File: config.mk
export PLATFORM = sky130hd
export DESIGN_NAME = mdix_link_seq
export DESIGN_NICKNAME = d
export VERILOG_FILES = /design/src/rtl/mdix_pkg.sv /design/src/rtl/mdix_ms_timer.sv /design/src/rtl/mdix_poll_counter.sv /design/src/rtl/mdix_mode_decode.sv /design/src/rtl/mdix_link_seq.sv
export SDC_FILE = /design/constraint.sdc
export NUM_CORES = 1
export LEC_CHECK = 0
export BUFFER_PORTS_ARGS = -buffer_cell sky130_fd_sc_hd__buf_2
export CAP_MARGIN = 10
export CORE_MARGIN = 1
export CORE_UTILIZATION = 54
export DETAILED_ROUTE_END_ITERATION = 10
export GPL_TIMING_DRIVEN = 0
export PLACE_DENSITY = 0.87
export SLEW_MARGIN = 0
export SYNTH_ARGS = -nofsm -noshare
export SYNTH_HDL_FRONTEND = slang
export SYNTH_SLANG_ARGS = --single-unit
File: constraint.sdc
create_clock -name clk -period 2 [get_ports clk]
set_input_delay 0.2 -clock clk [delete_from_list [all_inputs] [get_ports clk]]
set_output_delay 0.2 -clock clk [all_outputs]
set_load 0.02 [all_outputs]
File: src/rtl/mdix_pkg.sv
// Shared types and constants for the crossover/link sequencer.
// Assumes 16-bit PHY management registers and 5-bit addresses.
package mdix_pkg;
    localparam int MD_DATA_W = 16;
    localparam int MD_ADDR_W = 5;
    localparam int STS_W     = 4;

    // Sequencer states; the read states each own one register address.
    typedef enum logic [3:0] {
        SQ_IDLE,
        SQ_WAIT,
        SQ_POLL,
        SQ_CONFIRM,
        SQ_RESOLVE,
        SQ_ANEXP,
        SQ_ADV,
        SQ_PARTNER,
        SQ_COMMIT
    } seq_state_t;

    // PHY register addresses.
    localparam logic [MD_ADDR_W-1:0] PREG_BSR   = 5'd1;
    localparam logic [MD_ADDR_W-1:0] PREG_ADV   = 5'd4;
    localparam logic [MD_ADDR_W-1:0] PREG_LPA   = 5'd5;
    localparam logic [MD_ADDR_W-1:0] PREG_ANEXP = 5'd6;
    localparam logic [MD_ADDR_W-1:0] PREG_MODE  = 5'd31;

    // Bit positions inside the PHY registers.
    localparam int BSR_LINK   = 2;
    localparam int BSR_ANABLE = 3;
    localparam int BSR_ANDONE = 5;
    localparam int ANEXP_LPAN = 0;
    localparam int PAUSE_BIT  = 10;

    // Bit positions inside the port status word.
    localparam int STS_FAST  = 0;
    localparam int STS_FULL  = 1;
    localparam int STS_LINK  = 2;
    localparam int STS_PAUSE = 3;
endpackage

File: src/rtl/mdix_ms_timer.sv
// Counts millisecond ticks while enabled and flags when DELAY_MS ticks
// have been seen. Assumes tick is a single-cycle pulse. The count clears
// whenever run is low, so each delay starts from zero.
module mdix_ms_timer #(
    parameter int DELAY_MS = 2000
) (
    input  logic clk,
    input  logic rst_n,
    input  logic run,
    input  logic tick,
    output logic expired
);
    localparam int TW = (DELAY_MS > 0) ? $clog2(DELAY_MS + 1) : 1;

    logic [TW-1:0] cnt_q;

    assign expired = (cnt_q == TW'(DELAY_MS));

    // Advance on each tick while running, hold at the limit, clear when idle.
    always_ff @(posedge clk) begin
        if (!rst_n || !run) begin
            cnt_q <= '0;
        end else if (tick && !expired) begin
            cnt_q <= cnt_q + 1'b1;
        end
    end
endmodule

File: src/rtl/mdix_poll_counter.sv
// Counts failed link polls. last is high when the poll now being answered
// is the final one allowed. Assumes MAX_POLLS >= 1.
module mdix_poll_counter #(
    parameter int MAX_POLLS = 100
) (
    input  logic clk,
    input  logic rst_n,
    input  logic clr,
    input  logic inc,
    output logic last
);
    localparam int PW = (MAX_POLLS > 1) ? $clog2(MAX_POLLS) : 1;

    logic [PW-1:0] cnt_q;

    assign last = (cnt_q == PW'(MAX_POLLS - 1));

    // Clear at the start of a sequence, step on every failed poll.
    always_ff @(posedge clk) begin
        if (!rst_n || clr) begin
            cnt_q <= '0;
        end else if (inc && !last) begin
            cnt_q <= cnt_q + 1'b1;
        end
    end
endmodule

File: src/rtl/mdix_mode_decode.sv
// Maps the PHY's resolved-mode code to speed and duplex flags.
// Purely combinational; codes other than the four known ones give 10/half.
module mdix_mode_decode (
    input  logic [2:0] code,
    output logic       fast,
    output logic       full
);
    // Decode the resolved mode.
    always_comb begin
        fast = 1'b0;
        full = 1'b0;
        case (code)
            3'd1: begin fast = 1'b0; full = 1'b0; end
            3'd5: begin fast = 1'b0; full = 1'b1; end
            3'd2: begin fast = 1'b1; full = 1'b0; end
            3'd6: begin fast = 1'b1; full = 1'b1; end
            default: begin fast = 1'b0; full = 1'b0; end
        endcase
    end
endmodule

File: src/rtl/mdix_link_seq.sv
// Brings up one copper port: alternates straight/crossed wiring on each
// failed link poll, then reads the PHY's resolved mode and pause ability
// into a status word. Assumes a management read port that holds off with
// mdio_ack low and returns data in the single cycle that mdio_ack is high.
module mdix_link_seq
    import mdix_pkg::*;
#(
    parameter int              MAX_POLLS = 100,
    parameter int              DELAY_MS  = 2000,
    parameter logic [4:0]      PHY_ADDR  = 5'd6
) (
    input  logic        clk,
    input  logic        rst_n,
    input  logic        start,
    input  logic        tick_ms,
    output logic        xover_sel,
    output logic        mdio_req,
    output logic [4:0]  mdio_phy,
    output logic [4:0]  mdio_reg,
    input  logic        mdio_ack,
    input  logic [15:0] mdio_rdata,
    output logic [3:0]  link_status,
    output logic        done,
    output logic        fail
);
    seq_state_t state_q;
    logic       xover_q;
    logic       done_q;
    logic       fail_q;
    logic [STS_W-1:0] status_q;
    logic       ability_q;
    logic       fast_q;
    logic       full_q;
    logic       pause_q;

    logic       timer_run;
    logic       timer_expired;
    logic       poll_clr;
    logic       poll_inc;
    logic       poll_last;
    logic       dec_fast;
    logic       dec_full;
    logic       link_seen;
    logic       unused_rdata_bits;

    assign link_seen = mdio_rdata[BSR_LINK];
    assign unused_rdata_bits = ^{mdio_rdata[15:11], mdio_rdata[9:6], mdio_rdata[1]};

    assign timer_run = (state_q == SQ_WAIT);
    assign poll_clr  = (state_q == SQ_IDLE) && start;
    assign poll_inc  = (state_q == SQ_POLL) && mdio_ack && !link_seen;

    mdix_ms_timer #(.DELAY_MS(DELAY_MS)) u_timer (
        .clk     (clk),
        .rst_n   (rst_n),
        .run     (timer_run),
        .tick    (tick_ms),
        .expired (timer_expired)
    );

    mdix_poll_counter #(.MAX_POLLS(MAX_POLLS)) u_polls (
        .clk   (clk),
        .rst_n (rst_n),
        .clr   (poll_clr),
        .inc   (poll_inc),
        .last  (poll_last)
    );

    mdix_mode_decode u_decode (
        .code (mdio_rdata[4:2]),
        .fast (dec_fast),
        .full (dec_full)
    );

    // Request port: one register address per read state.
    always_comb begin
        mdio_req = 1'b1;
        mdio_reg = PREG_BSR;
        case (state_q)
            SQ_POLL:    mdio_reg = PREG_BSR;
            SQ_CONFIRM: mdio_reg = PREG_BSR;
            SQ_RESOLVE: mdio_reg = PREG_MODE;
            SQ_ANEXP:   mdio_reg = PREG_ANEXP;
            SQ_ADV:     mdio_reg = PREG_ADV;
            SQ_PARTNER: mdio_reg = PREG_LPA;
            default: begin
                mdio_req = 1'b0;
                mdio_reg = PREG_BSR;
            end
        endcase
    end

    assign mdio_phy    = PHY_ADDR;
    assign xover_sel   = xover_q;
    assign done        = done_q;
    assign fail        = fail_q;
    assign link_status = status_q;

    // Main sequence: delay, poll, confirm, resolve mode, pause chain, commit.
    always_ff @(posedge clk) begin
        if (!rst_n) begin
            state_q   <= SQ_IDLE;
            xover_q   <= 1'b0;
            done_q    <= 1'b0;
            fail_q    <= 1'b0;
            status_q  <= '0;
            ability_q <= 1'b0;
            fast_q    <= 1'b0;
            full_q    <= 1'b0;
            pause_q   <= 1'b0;
        end else begin
            case (state_q)
                SQ_IDLE: begin
                    if (start) begin
                        state_q   <= SQ_WAIT;
                        xover_q   <= 1'b0;
                        done_q    <= 1'b0;
                        fail_q    <= 1'b0;
                        status_q  <= '0;
                        ability_q <= 1'b0;
                        fast_q    <= 1'b0;
                        full_q    <= 1'b0;
                        pause_q   <= 1'b0;
                    end
                end
                SQ_WAIT: begin
                    if (timer_expired) begin
                        state_q <= SQ_POLL;
                    end
                end
                SQ_POLL: begin
                    if (mdio_ack) begin
                        if (link_seen) begin
                            state_q <= SQ_CONFIRM;
                        end else begin
                            xover_q <= ~xover_q;
                            if (poll_last) begin
                                state_q <= SQ_IDLE;
                                done_q  <= 1'b1;
                                fail_q  <= 1'b1;
                            end else begin
                                state_q <= SQ_WAIT;
                            end
                        end
                    end
                end
                SQ_CONFIRM: begin
                    if (mdio_ack) begin
                        ability_q <= mdio_rdata[BSR_ANABLE];
                        if (mdio_rdata[BSR_ANDONE]) begin
                            state_q <= SQ_RESOLVE;
                        end else begin
                            state_q <= SQ_IDLE;
                            done_q  <= 1'b1;
                        end
                    end
                end
                SQ_RESOLVE: begin
                    if (mdio_ack) begin
                        fast_q  <= dec_fast;
                        full_q  <= dec_full;
                        state_q <= ability_q ? SQ_ANEXP : SQ_COMMIT;
                    end
                end
                SQ_ANEXP: begin
                    if (mdio_ack) begin
                        state_q <= mdio_rdata[ANEXP_LPAN] ? SQ_ADV : SQ_COMMIT;
                    end
                end
                SQ_ADV: begin
                    if (mdio_ack) begin
                        state_q <= mdio_rdata[PAUSE_BIT] ? SQ_PARTNER : SQ_COMMIT;
                    end
                end
                SQ_PARTNER: begin
                    if (mdio_ack) begin
                        pause_q <= mdio_rdata[PAUSE_BIT];
                        state_q <= SQ_COMMIT;
                    end
                end
                SQ_COMMIT: begin
                    status_q[STS_FAST]  <= fast_q;
                    status_q[STS_FULL]  <= full_q;
                    status_q[STS_LINK]  <= 1'b1;
                    status_q[STS_PAUSE] <= pause_q;
                    done_q  <= 1'b1;
                    state_q <= SQ_IDLE;
                end
                default: state_q <= SQ_IDLE;
            endcase
        end
    end
endmodule

==> impl_metrics.csv, run 1 <==
group,metric,value,unit
floorplan,die_y,60.8,um
sta,max_freq,549,MHz
sta,fin_crit_sh,91.1,%
clock_tree,cts_tree,"yes",
clock_tree,path_clk_slew,90,ps
cells_and_area,diodes,0,
global_route,antenna_found_initial,0,
route,drtIter0Drc,58,
logic_synthesis,ys.flop_type,"dfxtp_1",
floorplan,start_util,58.8,%
placement,io_buffers,23,
cells_and_area,fillers,272,
global_route,grt_pass1_vias,1499,
global_route,grt_pass1_wl,6.38,mm
job,drv_cap,0,
logic_synthesis,synth_compound_area_share,17.9,%
sta,fin_tns_setup,0,ps
pwr,p_leak,0.799,nW
route,drc,0,
global_route,grt_usage,23.3,%
critical_path,crit_buf_inv,3,
critical_path,cp-end-kind,"output port",
logic_synthesis,synthCells,223,
sta,finalSetupViolations,0,
logic_synthesis,async_flop_share,0,%
outcome,status,"completed",
critical_path,slowest_delay,380,ps
clock_tree,clock_path_buffers,2,
floorplan,io_pins,39,
clock_tree,numCtsBuffers,5,
global_route,grt-ovfl-total,0,
logic_synthesis,synth_edf_count,0,
floorplan,num_rows,20,
route,first_pass_iters,4,
pwr,vdd_drop_max,507,uV
placement,place_area,0.00205,mm2
global_route,grt_start_max_net_pins,11,
clock_tree,htree_num_levels,2,
logic_synthesis,yosys.area_share.simple,28.6,%
clock_tree,root_buffer,"clkbuf_4",
cells_and_area,syn_to_final_growth,12.1,%
pwr,pwr_density_cell,790,mW/mm2
placement,place_hpwl,2.77,mm
sta,finClkSkew,10.4,ps
route,vias_per_cell,5.76,
sta,min_period,1820,ps
logic_synthesis,synth_seq_area_share,35.4,%
logic_synthesis,synth_cell_types,51,
clock_tree,clkLatencyLatePin,340,ps
critical_path,crit_family,"buffers and inverters",
sta,rsz0062_at_grt,"no",
sta,slew_violations,0,
sta,hold_violations,0,
floorplan,die-area,0.00370,mm2
cells_and_area,drive_gt1_share,20.8,%
clock_tree,cts.sinks,33,
route,wl_per_cell,12.8,um
logic_synthesis,synth-xor-area-share,5.16,%
critical_path,cp_slowest_cell,"dfxtp_1",
logic_synthesis,yosysWarnings,0,
cells_and_area,finish.instance_area,0.00209,mm2
critical_path,worst-setup-path-type,"flip-flop to output port",
sta,worst_slack,177,ps
critical_path,critPathMostFrequentCell,"buf_2",
clock_tree,post_cts_buffers,0,
critical_path,required,1800,ps
critical_path,cp.arrival,1620,ps
clock_tree,hold_buffers,0,
route,postRouteWirelength,3.82,mm
floorplan,coreArea,0.00318,mm2
logic_synthesis,synth_top_family_by_area,"simple AND/OR/NAND/NOR gates",
critical_path,path_cells,"buf_2 > buf_2 > nor2b_2 > o21ai_0 > buf_2",
route,ant_nets,0,
critical_path,cp_max_fo,10,
floorplan,die_w,60.8,um
pwr,p_total,0.00165,W
route,vias,1722,
logic_synthesis,yosys.area_share.adder,2.01,%
logic_synthesis,postSynthAreaPerCell,8.38,um2
logic_synthesis,synth_mux_area_share,3.22,%
worst_hold_path,hp-class,"input port to flip-flop",
critical_path,startpoint_type,"flip-flop",
cells_and_area,nets,280,
logic_synthesis,ys_ff_latch,33,
logic_synthesis,synth_area,0.00187,mm2
placement,post-place-ws,296,ps
placement,gp_congestion,0.859,
[layer usage]
layer / wire length (um) / part of all wire [%] / global-route usage (%) / vias up
li1: - / - / - / 857
met3: 250 / 6.5 / 7.46 / 4
met1: 1700 / 45 / 28.8 / 806
met2: 1830 / 48 / 37.7 / 55
met4: 31 / 0.81 / 9.09 / 0
met5: 0 / 0 / 0 / -
[state kept, by name, indices dropped and copies added (netlist names)]
name,flops
xover_sel,1
pause_q,1
done,1
u_polls.cnt_q,7
u_timer.cnt_q,11
link_status,4
fast_q,1
state_q,4
full_q,1
ability_q,1
fail,1
[layout make-up]
| type | count | area (um2) | area share, % |
|---|---|---|---|
| clock inverters | 1 | 5.00 | 0.239 |
| clock buffers | 5 | 37.5 | 1.79 |
| multi-input cells | 168 | 1080 | 51.7 |
| well taps | 44 | 55.1 | 2.63 |
| flip-flops and latches | 33 | 661 | 31.5 |
| inverters | 8 | 30.0 | 1.43 |
| repair buffers | 23 | 115 | 5.50 |
| plain buffers | 17 | 108 | 5.14 |
[cell usage after synthesis, drive strengths merged, types with 2 or more instances]
cell    instances  share of area, %
a21oi          12               3.2
nand3           9               2.4
nor3            5               1.3
and2            2              0.67
ha              3               2.0
buf            13               5.0
conb            2              0.40
nor4b           2               2.1
and3            2              0.67
mux2i           6               3.2
clkbuf          4              0.80
o21ai          15               4.0
nor2           24               4.8
nor2b           5               1.7
xor2            5               2.3
o31ai           4               1.6
nand4           8               2.7
or2             3               1.0
o311ai          2               1.3
nand2          12               2.4
or4             2              0.80
inv             8               1.6
xnor2           6               2.8
nand2b          4               1.3
nand3b          4               1.6
or3             9               3.0
dfxtp          33                35
[path summary, 6_finish.rpt]
path	start	end	slack [ps]	depth (start not counted)
max	state_q[0]	mdio_reg[0]	180	5
min	mdio_rdata[10]	pause_q	180	2
max reg2reg	state_q[2]	link_status[2]	280	6
min reg2reg	full_q	full_q	480	2
[cells by family (layout without fill, tap and decap cells)]
family | Yosys count | in the layout
AND/OR/NAND/NOR | 95 | 95
adder cells (fa/ha/maj) | 3 | 3
XOR/XNOR | 11 | 11
buffers and inverters | 25 | 54
flip-flops | 33 | 33
AO/OA/AOI/OAI | 48 | 48
other | 2 | 5
multiplexers | 6 | 6
[worst reg2reg max path, delay by kind of cell, from the launching register on]
kind	cells	cell delay (ps)
AO/OA/AOI/OAI	1	120
AND/OR/NAND/NOR	3	840
flip-flops	1	320
buffers and inverters	2	340
[timing repair]
action | in CTS | in global routing
hold endpoints to repair | 0 | 0
gates resized for setup | 0 | 1
endpoints found under the setup margin | 0 | 1
[where the power goes]
group	switching, W	internal, W
Clock	0.000216	0.000122
Sequential	0.0000235	0.000694
Combinational	0.000364	0.000234
Total	0.000604	0.00105
[placed cells by master, fill, tap and decap left out, drive strengths merged, types with 2 or more instances in the layout]
cell	instances
or3	9
ha	3
nor4b	2
nor3	5
mux2i	6
buf	36
nand3	9
o21ai	15
nor2	24
or2	3
or4	2
dfxtp	33
and3	2
a21oi	12
xnor2	6
nor2b	5
nand3b	4
and2	2
conb	5
clkbuf	9
nand2b	4
nand2	12
inv	8
o311ai	2
nand4	8
xor2	5
o31ai	4
[metrics by stage]
step                      utilization, %  hold slack [ps]  instances
after floorplan                        -              350        226
after global placement              64.5              448        293
after detailed placement            64.5              458        293
after CTS                           65.8              159        299
after global routing                65.9              169        299
final                               65.9              175        299
(Power assumes the default switching activity.)
==> inputs of run 2 (changes only) <==
--- a/config.mk
+++ b/config.mk
@@ -8,10 +8,10 @@
 export BUFFER_PORTS_ARGS = -buffer_cell sky130_fd_sc_hd__buf_2
 export CAP_MARGIN = 10
 export CORE_MARGIN = 1
-export CORE_UTILIZATION = 54
+export CORE_UTILIZATION = 50
 export DETAILED_ROUTE_END_ITERATION = 10
 export GPL_TIMING_DRIVEN = 0
-export PLACE_DENSITY = 0.87
+export PLACE_DENSITY = 0.85
 export SLEW_MARGIN = 0
 export SYNTH_ARGS = -nofsm -noshare
 export SYNTH_HDL_FRONTEND = slang
==> impl_metrics.csv, run 2 (synthesis gave the netlist of run 1 again) <==
group,metric,value,unit
clock_tree,post_cts_buffers,0,
global_route,grt_pass1_vias,1498,
critical_path,startpoint_type,"flip-flop",
clock_tree,numCtsBuffers,5,
floorplan,io_pins,39,
clock_tree,clock_path_buffers,2,
global_route,grt_usage,21.7,%
floorplan,die_y,63.1,um
cells_and_area,final_cells,302,
sta,fin_tns_setup,0,ps
cells_and_area,fillers,318,
clock_tree,cts.sinks,33,
worst_hold_path,hp-class,"input port to flip-flop",
sta,rsz0062_at_grt,"no",
placement,io_buffers,23,
critical_path,worst-setup-path-type,"flip-flop to output port",
pwr,p_total,0.00183,W
cells_and_area,diodes,0,
sta,holdWs,208,ps
cells_and_area,top_register,"u_timer.cnt_q",
global_route,antenna_found_initial,0,
floorplan,num_rows,21,
sta,finalSetupViolations,0,
route,ant_nets,0,
placement,place_hpwl,2.92,mm
critical_path,reg2reg_depth,6,
pwr,pwr_density_cell,857,mW/mm2
worst_hold_path,hold-path-cell-count,2,
global_route,grt_pass1_wl,6.72,mm
critical_path,cp_max_fo,10,
route,drtIter0Drc,106,
sta,hold_violations,0,
sta,finClkSkew,8.98,ps
route,vias,1698,
floorplan,die_w,63.1,um
route,first_pass_iters,4,
cells_and_area,drive_gt1_share,20.3,%
cells_and_area,final_cell_mix,"dfxtp_1, buf_2, nor2_1",
cells_and_area,layout_commonest_cell,"dfxtp_1",
cells_and_area,largest_reg_flops,11,
clock_tree,root_buffer,"clkbuf_8",
cells_and_area,syn_to_final_growth,14.5,%
route,drc,0,
clock_tree,cts-resized-gates,0,
floorplan,coreArea,0.00347,mm2
critical_path,cp.arrival,1670,ps
job,drv_cap,0,
cells_and_area,largestRegisters,"u_timer.cnt_q (11), u_polls.cnt_q (7)",
route,vias_per_cell,5.62,
critical_path,r2r-end,"link_status[2]",
worst_hold_path,holdCritStartpoint,"mdio_rdata[10]",
worst_hold_path,hold_end,"pause_q",
clock_tree,hold_buffers,0,
clock_tree,path_clk_slew,70,ps
clock_tree,cts_tree,"yes",
critical_path,cp-end-kind,"output port",
route,postRouteWirelength,4.09,mm
floorplan,die-area,0.00398,mm2
sta,slew_violations,0,
route,wl_per_cell,13.5,um
cells_and_area,final_util,61.7,%
clock_tree,htree_num_levels,2,
pwr,p_leak,0.816,nW
placement,place_inst,295,
sta,fin_crit_sh,93.4,%
critical_path,required,1800,ps
sta,min_period,1870,ps
cells_and_area,nets,280,
floorplan,start_util,53.9,%
sta,max_freq,535,MHz
placement,gp_congestion,0.888,
global_route,grt_start_max_net_pins,11,
pwr,vdd_drop_max,400,uV
critical_path,r2r_start,"state_q[0]",
clock_tree,clkLatencyLatePin,280,ps
global_route,grt-ovfl-total,0,
critical_path,worst-r2r-setup-slack,200,ps
outcome,status,"completed",
-- run 2: final cells by class --
cell class	instances	area [um2]	area share (%)
tap	46	57.6	2.69
buffer	17	108	5.03
clock buffer	7	86.3	4.04
multi-input combinational	168	1080	50.6
inverter	8	30.0	1.40
timing repair buffer	23	115	5.38
sequential	33	661	30.9
-- run 2: worst max-delay path by stage --
stage,startpoint,end,slack [ps],depth (start not counted)
2_1_floorplan,state_q[3],full_q,350,5
3_3_place_gp,state_q[2],link_status[2],290,6
3_5_place_dp,state_q[0],u_timer.cnt_q[6],290,6
4_1_cts,state_q[0],mdio_reg[0],130,5
5_1_grt,state_q[0],link_status[2],20,6
6_report,state_q[3],mdio_reg[4],130,4
-- run 2: through the flow --
step / worst slack [ps] / area, um2
global route: 15.4 / 2140
global placement: 288 / 2050
CTS: 126 / 2140
detailed placement: 285 / 2050
finish: 132 / 2140
floorplan: 354 / 1880
-- run 2: report_power, final --
| group | leakage, nW | internal, W | switching [W] |
|---|---|---|---|
| Sequential | 0.266 | 0.000695 | 0.0000239 |
| Combinational | 0.505 | 0.000232 | 0.000375 |
| Clock | 0.0443 | 0.000273 | 0.000234 |
-- run 2: routing by layer --
layer | vias up | global-route usage, % | routed length, um
li1 | 858 | - | -
met1 | 777 | 26.6 | 1880
met2 | 54 | 34.1 | 1850
met3 | 9 | 5.25 | 269
met4 | 0 | 13.1 | 84
met5 | - | 0 | 0
-- run 2: worst max-delay path, cell delays in order (launching register included) --
cell and delay (ps):
dfxtp_1 350, buf_2 200, nor4b_2 510, buf_4 190, buf_2 150
